<file path="config.mk">
export PLATFORM = sky130hd
export DESIGN_NAME = keyed_watchdog
export DESIGN_NICKNAME = d
export VERILOG_FILES = /design/src/rtl/wdk_pkg.sv /design/src/rtl/wdk_keyseq.sv /design/src/rtl/wdk_prescaler.sv /design/src/rtl/wdk_counter.sv /design/src/rtl/keyed_watchdog.sv
export SDC_FILE = /design/constraint.sdc
export NUM_CORES = 1
export LEC_CHECK = 0
export BUFFER_PORTS_ARGS = -buffer_cell sky130_fd_sc_hd__buf_2
export CORE_ASPECT_RATIO = 1.25
export CORE_MARGIN = 8
export CORE_UTILIZATION = 35
export CTS_BUF_LIST = sky130_fd_sc_hd__clkbuf_8
export DETAILED_ROUTE_END_ITERATION = 8
export PLACE_DENSITY = 0.65
export SYNTH_ARGS = -nofsm -noshare
export SYNTH_HDL_FRONTEND = slang
export SYNTH_SLANG_ARGS = --single-unit
</file>
<file path="constraint.sdc">
create_clock -name clk -period 8.2 [get_ports clk]
set_input_delay 1.64 -clock clk [delete_from_list [all_inputs] [get_ports clk]]
set_output_delay 1.64 -clock clk [all_outputs]
set_load 0.005 [all_outputs]
</file>
<file path="src/rtl/wdk_pkg.sv">
package wdk_pkg;
  localparam logic [7:0] KEY_OPEN   = 8'hBE;
  localparam logic [7:0] KEY_COMMIT = 8'hDC;

  typedef enum logic {KS_LOCKED, KS_OPEN} ks_state_t;

  // log2 of the clock division for a divider select
  function automatic int unsigned wdk_div_log2(input logic [1:0] sel,
      input int unsigned l1, input int unsigned l2, input int unsigned l3);
    case (sel)
      2'd0:    return 0;
      2'd1:    return l1;
      2'd2:    return l2;
      default: return l3;
    endcase
  endfunction

  // warning threshold: full range shifted down by select+1
  function automatic int unsigned wdk_warn_level(input logic [1:0] sel,
      input int unsigned cnt_w);
    return (32'd1 << cnt_w) >> (32'(sel) + 32'd1);
  endfunction
endpackage

</file>
<file path="src/rtl/wdk_keyseq.sv">
module wdk_keyseq
  import wdk_pkg::*;
(
  input  logic       clk,
  input  logic       rst_n,
  input  logic       wr_en,
  input  logic       ctrl_hit,
  input  logic [7:0] key,
  output logic       commit
);
  ks_state_t state;

  assign commit = wr_en && ctrl_hit && (state == KS_OPEN) && (key == KEY_COMMIT);

  always_ff @(posedge clk or negedge rst_n) begin
    if (!rst_n) state <= KS_LOCKED;
    else if (wr_en) begin
      if (state == KS_LOCKED)
        state <= (ctrl_hit && key == KEY_OPEN) ? KS_OPEN : KS_LOCKED;
      else
        state <= KS_LOCKED;
    end
  end

  // a commit always leaves the sequencer locked
  p_commit_relocks_r2: assert property (@(posedge clk) disable iff (!rst_n)
    commit |=> state == KS_LOCKED);
  // from locked, only an opening key at offset 0 opens
  p_open_needs_key_r3: assert property (@(posedge clk) disable iff (!rst_n)
    (state == KS_LOCKED && !(wr_en && ctrl_hit && key == KEY_OPEN)) |=> state == KS_LOCKED);
endmodule

</file>
<file path="src/rtl/wdk_prescaler.sv">
module wdk_prescaler #(
  parameter int PRE_W = 18,
  localparam int SH_W = $clog2(PRE_W + 1)
)(
  input  logic            clk,
  input  logic            rst_n,
  input  logic            run,
  input  logic            restart,
  input  logic [SH_W-1:0] sh,
  output logic            tick
);
  logic [PRE_W-1:0] pre;
  logic [PRE_W-1:0] limit;

  assign limit = (PRE_W'(1) << sh) - PRE_W'(1);
  assign tick  = run && (pre == limit);

  always_ff @(posedge clk or negedge rst_n) begin
    if (!rst_n) pre <= '0;
    else if (restart || tick) pre <= '0;
    else if (run) pre <= pre + PRE_W'(1);
  end

  // after a restart no tick follows at once unless the division is 1
  p_restart_delays_r5: assert property (@(posedge clk) disable iff (!rst_n)
    restart |=> (!tick || sh == '0));
endmodule

</file>
<file path="src/rtl/wdk_counter.sv">
module wdk_counter #(
  parameter int CNT_W = 16
)(
  input  logic             clk,
  input  logic             rst_n,
  input  logic             en,
  input  logic             load,
  input  logic [CNT_W-1:0] load_val,
  input  logic             tick,
  input  logic [CNT_W-1:0] warn_lvl,
  output logic [CNT_W-1:0] cnt,
  output logic             warn,
  output logic             expire
);
  logic step;
  assign step = tick && !load && (cnt != '0);

  always_ff @(posedge clk or negedge rst_n) begin
    if (!rst_n) begin
      cnt    <= '1;
      warn   <= 1'b0;
      expire <= 1'b0;
    end else begin
      if (load) cnt <= load_val;
      else if (step) cnt <= cnt - CNT_W'(1);
      warn   <= step && ((cnt - CNT_W'(1)) == warn_lvl);
      expire <= expire || (en && cnt == '0);
    end
  end

  // a warning is only seen with the count at the threshold
  p_warn_at_level_r6: assert property (@(posedge clk) disable iff (!rst_n)
    warn |-> cnt == warn_lvl);
  // the reset request never drops
  p_expire_sticky_r7: assert property (@(posedge clk) disable iff (!rst_n)
    expire |=> expire);
  // disabled and not loaded means frozen
  p_frozen_off_r4: assert property (@(posedge clk) disable iff (!rst_n)
    (!en && !load) |=> $stable(cnt));
  // each tick takes exactly one off a nonzero count
  p_step_one_r8: assert property (@(posedge clk) disable iff (!rst_n)
    (tick && !load && cnt != '0) |=> cnt == $past(cnt) - CNT_W'(1));
endmodule

</file>
<file path="src/rtl/keyed_watchdog.sv">
module keyed_watchdog
  import wdk_pkg::*;
#(
  parameter int ADDR_W     = 4,
  parameter int CNT_W      = 16,
  parameter int DIV_LOG2_1 = 6,
  parameter int DIV_LOG2_2 = 12,
  parameter int DIV_LOG2_3 = 18,
  localparam int PRE_W     = DIV_LOG2_3,
  localparam int SH_W      = $clog2(PRE_W + 1)
)(
  input  logic              clk,
  input  logic              rst_n,
  input  logic              wr_en,
  input  logic [ADDR_W-1:0] addr,
  input  logic [31:0]       wdata,
  output logic [31:0]       rdata,
  output logic              warn_irq,
  output logic              rst_req
);
  logic             ctrl_hit, stat_hit, commit, run, tick;
  logic             en_q;
  logic [1:0]       pwl_q, div_q;
  logic [CNT_W-1:0] reload_q, cnt, warn_lvl;
  logic [SH_W-1:0]  sh;
  logic             unused_bits;

  assign ctrl_hit    = (addr == ADDR_W'(0));
  assign stat_hit    = (addr == ADDR_W'(8));
  assign unused_bits = ^wdata[30:28];

  wdk_keyseq u_keyseq (
    .clk(clk), .rst_n(rst_n), .wr_en(wr_en), .ctrl_hit(ctrl_hit),
    .key(wdata[23:16]), .commit(commit));

  always_ff @(posedge clk or negedge rst_n) begin
    if (!rst_n) begin
      en_q     <= 1'b0;
      pwl_q    <= 2'd0;
      div_q    <= 2'd0;
      reload_q <= '1;
    end else if (commit) begin
      en_q     <= wdata[31];
      pwl_q    <= wdata[27:26];
      div_q    <= wdata[25:24];
      reload_q <= wdata[CNT_W-1:0];
    end
  end

  assign sh       = SH_W'(wdk_div_log2(div_q, DIV_LOG2_1, DIV_LOG2_2, DIV_LOG2_3));
  assign warn_lvl = CNT_W'(wdk_warn_level(pwl_q, CNT_W));
  assign run      = en_q && (cnt != '0);

  wdk_prescaler #(.PRE_W(PRE_W)) u_prescaler (
    .clk(clk), .rst_n(rst_n), .run(run), .restart(commit), .sh(sh), .tick(tick));

  wdk_counter #(.CNT_W(CNT_W)) u_counter (
    .clk(clk), .rst_n(rst_n), .en(en_q), .load(commit),
    .load_val(wdata[CNT_W-1:0]), .tick(tick), .warn_lvl(warn_lvl),
    .cnt(cnt), .warn(warn_irq), .expire(rst_req));

  always_comb begin
    rdata = '0;
    if (ctrl_hit) begin
      rdata[31]          = en_q;
      rdata[27:26]       = pwl_q;
      rdata[25:24]       = div_q;
      rdata[CNT_W-1:0]   = reload_q;
    end else if (stat_hit) begin
      rdata[31]          = en_q;
      rdata[CNT_W-1:0]   = cnt;
    end
  end

  // settings move only on a commit
  p_cfg_hold_r3: assert property (@(posedge clk) disable iff (!rst_n)
    !commit |=> ($stable(reload_q) && $stable(en_q) && $stable(div_q) && $stable(pwl_q)));
  // offsets other than 0x0 and 0x8 read zero
  p_unmapped_zero_r1: assert property (@(posedge clk) disable iff (!rst_n)
    (!ctrl_hit && !stat_hit) |-> rdata == 32'd0);
endmodule

</file>
; Word level (Yosys, flattened, before mapping)
; Index checks and enable logic that the tools add are counted.
[op_classes]
n_shift = 2
reduce_logical = 19
eq_ne = 7
addsub = 4
muxes = 12
[op_table]
columns = operator, n
row1 = $mux 16, 4
row2 = $mux 18, 2
row3 = $add 18x1->18 const B, 1
row4 = $eq 18x18->1, 1
row5 = $shl 1x5->18 const A, 1
row6 = $sub 18x2->18 const B, 1
row7 = $shr 17x3->16 const A, 1
row8 = $eq 16x16->1, 1
row9 = $eq 8x8->1 const B, 2
row10 = $logic_not 16->1, 1
row11 = $reduce_bool 16->1, 1
row12 = $sub 16x1->16 const B, 1
row13 = $pmux 5 s3, 1
row14 = $logic_and 1x1->1, 10
row15 = $eq 4x4->1 const B, 1
row16 = $logic_not 4->1, 1
row17 = $mux 1, 4
row18 = $mux 4, 1
row19 = $reduce_bool 2->1, 2
row20 = $add 2x1->3 const B, 1
row21 = $eq 2x1->1 const B, 1
row22 = $eq 2x2->1 const B, 1
row23 = $logic_not 2->1, 1
row24 = $logic_or 1x1->1, 2
row25 = $logic_not 1->1, 1
[totals]
register_bits = 58
wordCells = 53

; Depth between registers and ports, before layout
; Gate-level depths: netlist (run 1).
[logic_depth]
depth_word = 10
depth_mapped = 10
ltp_nobuf = 8

; By module
; From an unflattened synthesis (run 1), not the netlist that was laid out.
[hier_totals]
hier_cells = 497
area_unflattened_um2 = 4506.8
[by_module_without_submodules]
columns = module, seq_area_each_um2, area_each_um2, cells_each, instances
row1 = wdk_prescaler, 450.4, 1672.9, 195, 1
row2 = wdk_counter, 470.5, 1516.5, 189, 1
row3 = keyed_watchdog, 545.5, 1234.9, 103, 1
row4 = wdk_keyseq, 25.0, 82.6, 10, 1

; Worst setup path before layout (run 1)
; Ideal clock, no wire load.
[synth_timing]
path_kind = input to output
startpoint = input addr[3]
endpoint = output rdata[10]
n_path_buf = 2
setup_slack_ns = 3.777
cell_stages = 4
arrival_time_ns = 2.783
cell_sequence = clkbuf_1 buf_1 mux2i_1 nor2_1
[synth_via]
elab_chain_len = 3
elab_cells_between_ends = 4
classes_between = eq/ne (1) / mux (2) / reduce/logical (1)
[synth_rtl]
columns = item, line_no
row1 = start: declaration, keyed_watchdog.sv:15  ; input logic [ADDR_W-1:0] addr,
row2 = $eq 4x4->1, keyed_watchdog.sv:29  ; assign stat_hit = (addr == ADDR_W'(8));
row3 = $mux 16, keyed_watchdog.sv:69  ; end else if (stat_hit) begin
row4 = $mux 16 (*), keyed_watchdog.sv:64  ; if (ctrl_hit) begin
row5 = end: declaration, keyed_watchdog.sv:17  ; output logic [31:0] rdata,
; Every way passes the cells marked *; elsewhere a longest branch is shown, timed or not.

; Final worst setup path (run 1)
[layout_timing]
startpoint = input addr[1]
endpoint = output rdata[26]
[layout_via]
elab_chain_len = 2
[layout_rtl]
columns = item, line_no
row1 = $logic_not 4->1, keyed_watchdog.sv:28  ; assign ctrl_hit = (addr == ADDR_W'(0));
row2 = $mux 4, keyed_watchdog.sv:64
; Every way passes these cells.

==> results of run 1 <==
[layout make-up]
type,instances,area (um2)
clock buffers,12,165.2
clock inverters,4,42.54
fillers,1075,6183
inverters,13,48.80
multi-input cells,350,2041
flip-flops and latches,58,1491
well taps,132,165.2
repair buffers,62,320.3
[sequential cells by signal (all words and copies together), names as in the netlist]
signal	flops
pwl_q	2
u_counter.warn	1
en_q	1
u_keyseq.state	1
reload_q	16
div_q	2
u_prescaler.pre	18
u_counter.expire	1
u_counter.cnt	16
[kinds of logic (layout without fill, tap and decap cells)]
family,Yosys count,count (layout),synth area share (%)
other cells,1,11,0.1010
fa+ha+maj,10,10,3.369
mux,19,19,5.155
compound gates,68,68,12.60
xor+xnor,18,18,4.245
buf+inv,44,91,5.896
simple gates,224,224,28.47
flops,58,58,40.16
[layer usage]
| metal | part of all wire [%] | routed length (um) | up-vias |
|---|---|---|---|
| met3 | 4.6 | 442 | 18 |
| met1 | 43 | 4187 | 1650 |
| met4 | 1.9 | 184 | 0 |
| met2 | 50 | 4841 | 82 |
| li1 | - | - | 1648 |
| met5 | 0 | 0 | - |
[path summary, 6_finish.rpt]
path,start,end,slack [ns]
worst max-delay path,addr[1],rdata[26],3.60
worst min-delay path,reload_q[12],reload_q[12],0.45
worst max register to register,u_counter.cnt[4],u_prescaler.pre[12],5.05
worst min register to register,reload_q[12],reload_q[12],0.45
max in group asynchronous,rst_n,pwl_q[0],6.25
min in group asynchronous,rst_n,u_prescaler.pre[12],1.44
[Yosys cell counts, types with 2 or more instances]
library cell,instances
nand2_1,77
nor2_1,64
dfstp_2,32
dfrtp_1,26
nand3_1,25
mux2i_1,18
clkbuf_1,13
inv_1,13
xnor2_1,13
a31oi_1,12
o21ai_0,12
buf_4,11
or4_1,11
ha_1,10
nor3_1,10
a21oi_1,6
o31ai_1,6
or3_1,6
nand4_1,5
o211ai_1,5
xor2_1,5
and3_1,4
buf_2,4
nor4_1,4
o41ai_1,4
or4b_1,4
nor3b_1,3
o22ai_1,3
or2_2,3
a211oi_1,2
a22oi_1,2
buf_1,2
o2111ai_1,2
[critical path, delay by kind of cell]
family,cells,cell delay [ns]
buf+inv,3,0.46
simple gates,3,0.86
[power groups by stage]
stage / clock (mW) / sequential (mW) / combinational (mW)
after floorplan: 0 / 0.293 / 0.0147
after global placement: 0 / 0.293 / 0.0304
after detailed placement: 0 / 0.293 / 0.0309
after CTS: 0.287 / 0.288 / 0.0310
after global routing: 0.300 / 0.288 / 0.0345
final: 0.280 / 0.288 / 0.0302
==> results.yml, run 1 <==
status:
  outcome: "finished, final reports clean"
cells_and_area:
  nNetsFinal: 543
  areaGrowthSynthToFinish_pct: 15.09
  final_cell_mix: "77 x nand2_1, 64 x nor2_1, 58 x buf_2"
  design_area_um2: 4274
  drive_above_1_share_pct: 23.05
  n_antenna_cell: 0
  fin_util_pct: 40.87
  final_cells: 631
  layout_commonest_cell: "nand2_1"
timing:
  hold_slack_ns: 0.4526
  fin_crit_sh_pct: 56.07
  maxSlewHeadroom_pct: 50.39
  worstMarginPinSlew_ns: 0.7441
  period_needed_ns: 4.598
  setup_viol: 0
  rsz0062_at_grt: "no"
  finClkSkew_ns: 0.01621
  slew_violations: 0
  setup_tns_ns: 0
  hold_viol: 0
  fmax_ghz: 0.2175
  setup_slack_ns: 3.602
cts:
  htreeDepth: 3
  cts_buffers: 9
  postCtsHoldBufs: 0
  cts_sinks: 58
  clkTransAtPathRegs_ns: 0.06
  cts_max_path_buffers: 2
  ctsResizeCount: 0
  cts_setup_buffers: 0
  cts_root_buf: "clkbuf_8"
  clk-insertion-delay-late_ns: 0.35
  cts_tree: "built"
die:
  core_um2: 10460
  io_pins: 73
  initial_core_util_pct: 35.51
  row_count: 42
  die_area_um2: 14180
  die_w_um: 108.1
  fp.dieH_um: 131.2
global_route:
  grt_overflow_total: 0
  grt_antenna_before_repair: 0
  grtUsageTotal_pct: 14.00
  grt_pass1_vias: 3495
  grt_max_degree: 59
  met2_usage_pct: 23.42
  busiest_layer: "met2"
  grt_pass1_wl_um: 16270
  grtUsageMet3_pct: 3.180
  met1_usage_pct: 16.58
yosys:
  avgSynthCellArea_um2: 8.402
  synth_seq_cells: 58
  synth_cell_type_count: 58
  synth_cells: 442
  synth_area_leaders: "dfstp_2 23%, dfrtp_1 18%, nand2_1 7.8%"
  synthFlopType: "dfstp_2"
  ys_warn_count: 0
  ys_seq_area_share_pct: 40.16
  yosys.area.top_type: "dfstp_2"
  syn-cell-area_um2: 3714
  synth_top_area_share_pct: 22.64
  async_flop_share_pct: 100.0
  synth_edf_count: 0
power:
  peakVddDrop_mv: 0.08494
  p_seq_share_pct: 48.2
  intPower_mw: 0.4626
  leakagePower_nw: 1.892
  p_sw_share_pct: 22.72
  p_switching_mw: 0.1360
  p_per_area_nw_per_um2: 140.1
  pwr-share-clk_pct: 46.8
  finalPower_mw: 0.5986
  combPwrFrac_pct: 5.0
worst_setup_path:
  r2r.worst_path.cells: 6
  cp.required_ns: 6.56
  worst_setup_path_start_kind: "primary input"
  cp-end-kind: "primary output"
  crit_top_cell: "buf_2"
  crit_path_cell_trace: "buf_2 > or3_1 > buf_4 > nor2_1 > and2_1 > buf_2"
  critical_path_class: "primary input to primary output"
  critPathMaxStageDelay_ns: 0.35
  arrival_ns: 2.96
  path_max_fanout: 21
  cp_slowest_cell: "or3_1"
placed_design:
  portBuffers: 58
  dpl_cell_area_um2: 4066
  place_congestion: 0.8040
  dp_cells: 615
  pre_cts_ws_ns: 3.579
  post-dp-hpwl_um: 6937
worst_hold_path:
  holdCritPathClass: "register to register"
  hold_depth: 2
detailed_routing:
  first_pass_iters: 4
  ant_nets: 0
  wire_per_inst_um: 15.30
  drc: 0
  wl_um: 9656
  vias_per_cell: 5.385
  via_count: 3398
  drtIter0Drc: 166
job:
  cap_violations: 0
(Power assumes the default switching activity.)
==> run 2: changes to the inputs <==
==> constraint.sdc (replaced) <==
create_clock -name clk -period 4.8 [get_ports clk]
set_input_delay 0.96 -clock clk [delete_from_list [all_inputs] [get_ports clk]]
set_output_delay 0.96 -clock clk [all_outputs]
set_load 0.005 [all_outputs]
==> run 2 against run 1 <==
Compared with the run above:
- cell area rose by 0.20%
- wire length is 0.12% lower
- worst hold slack worse by 0.0039 ns
- sequential power increased by 71%
- largest cell class unchanged
- highest routed layer unchanged
==> results.yml, run 2 (synthesis gave the netlist of run 1 again) <==
timing:
  setup_slack_ns: 1.561
  setup_tns_ns: 0
  worstMarginPinSlew_ns: 0.7546
  fin_crit_sh_pct: 67.48
  maxSlewHeadroom_pct: 49.69
  setup_viol: 0
  fmax_ghz: 0.3087
  rsz0062_at_grt: "no"
  hold_viol: 0
  period_needed_ns: 3.239
  slew_violations: 0
  finClkSkew_ns: 0.01231
detailed_routing:
  first_pass_iters: 4
  ant_nets: 0
  drtIter0Drc: 145
  vias_per_cell: 5.304
  drc: 0
  via_count: 3347
  wire_per_inst_um: 15.28
  wl_um: 9644
die:
  initial_core_util_pct: 35.51
  die_w_um: 108.1
  die_area_um2: 14180
  core_um2: 10460
  row_count: 42
  io_pins: 73
  fp.dieH_um: 131.2
cells_and_area:
  areaGrowthSynthToFinish_pct: 15.33
  layout_commonest_cell: "nand2_1"
  n_antenna_cell: 0
  fin_util_pct: 40.95
  drive_above_1_share_pct: 23.05
  top_register: "u_prescaler.pre"
  largest_registers: "u_prescaler.pre x18, reload_q x16, u_counter.cnt x16"
  largest_reg_flops: 18
  nNetsFinal: 543
  final_cell_mix: "77 x nand2_1, 64 x nor2_1, 58 x buf_2"
  design_area_um2: 4283
worst_hold_path:
  holdCritPathClass: "register to register"
  hold_depth: 2
  min_to: "reload_q[12]"
  hp-start: "reload_q[12]"
cts:
  cts_root_buf: "clkbuf_8"
  cts_setup_buffers: 0
  cts_sinks: 58
  postCtsHoldBufs: 0
  clk-insertion-delay-late_ns: 0.35
  cts_buffers: 9
  cts_tree: "built"
  ctsResizeCount: 0
  htreeDepth: 3
  clkTransAtPathRegs_ns: 0.05
  cts_max_path_buffers: 2
power:
  p_sw_share_pct: 22.23
  p_per_area_nw_per_um2: 241.8
  intPower_mw: 0.8055
  combPwrFrac_pct: 5.0
  pwr-share-clk_pct: 47.4
  finalPower_mw: 1.036
  p_switching_mw: 0.2302
  peakVddDrop_mv: 0.1258
  leakagePower_nw: 1.896
  p_seq_share_pct: 47.6
placed_design:
  portBuffers: 58
  post-dp-hpwl_um: 6843
  place_congestion: 0.8223
  pre_cts_ws_ns: 1.528
  dpl_cell_area_um2: 4066
worst_setup_path:
  cp_slowest_cell: "or3_1"
  crit_path_cell_trace: "buf_2 > or3_1 > buf_4 > nor2_1 > and2_1 > buf_2"
  crit_top_cell: "buf_2"
  worst-path-buf-inv: 3
  path_max_fanout: 21
  critPathMaxStageDelay_ns: 0.35
  r2r.worst_path.cells: 6
  cp.required_ns: 3.84
  critical_path_class: "primary input to primary output"
  r2r-start: "u_counter.cnt[4]"
  worst_setup_path_start_kind: "primary input"
  arrival_ns: 2.28
  cp_top_family: "simple AND/OR/NAND/NOR gates"
  reg2reg_slack_ns: 1.64
  r2r-end: "u_prescaler.pre[12]"
  cp-end-kind: "primary output"
global_route:
  grt_antenna_before_repair: 0
  grt_overflow_total: 0
  grt_pass1_wl_um: 16000
  grt_pass1_vias: 3330
  grt_max_degree: 59
  grtUsageTotal_pct: 13.91
job:
  cap_violations: 0
status:
  outcome: "finished, final reports clean"
-- run 2: worst max path at each step --
| stage | startpoint | end | slack [ns] | cells past startpoint |
|---|---|---|---|---|
| 4_1_cts | addr[1] | rdata[26] | 1.53 | 6 |
| 6_report | addr[1] | rdata[26] | 1.56 | 6 |
| 3_5_place_dp | addr[1] | rdata[26] | 1.53 | 6 |
| 2_1_floorplan | addr[3] | rdata[10] | 1.74 | 4 |
| 3_3_place_gp | addr[1] | rdata[26] | 1.56 | 6 |
| 5_1_grt | u_counter.cnt[4] | u_prescaler.pre[10] | 1.32 | 6 |
-- run 2: layout make-up --
type,count,area [um2]
well taps,132,165.2
clock buffers,13,178.9
clock inverters,3,37.54
fillers,1077,6175
inverters,13,48.80
multi-input cells,350,2041
flip-flops and latches,58,1491
repair buffers,62,320.3
-- run 2: layer usage --
metal / GRT usage, % / up-vias / share of wire (%)
li1: - / 1645 / -
met1: 16.70 / 1606 / 45
met2: 22.67 / 79 / 49
met3: 3.523 / 17 / 4.6
met4: 6.032 / 0 / 2.1
met5: 0 / - / 0
-- run 2: through the flow --
stage	instances	hold WS, ns
3_5_place_dp	615	0.4434
5_1_grt	631	0.4646
4_1_cts	631	0.4513
2_1_floorplan	452	0.4341
6_report	631	0.4488
3_3_place_gp	615	0.4391
-- run 2: worst register-to-register path: cells and delay by family, from the launching register on --
kind	cells	cell delay, ns
simple gates	5	2.21
compound gates	1	0.44
flops	1	0.41
-- run 2: power groups by stage --
stage / registers (mW) / clock network, mW / logic (mW)
floorplan: 0.501 / 0 / 0.0251
global placement: 0.501 / 0 / 0.0524
detailed placement: 0.501 / 0 / 0.0532
CTS: 0.493 / 0.500 / 0.0534
global route: 0.493 / 0.524 / 0.0596
finish: 0.493 / 0.491 / 0.0522
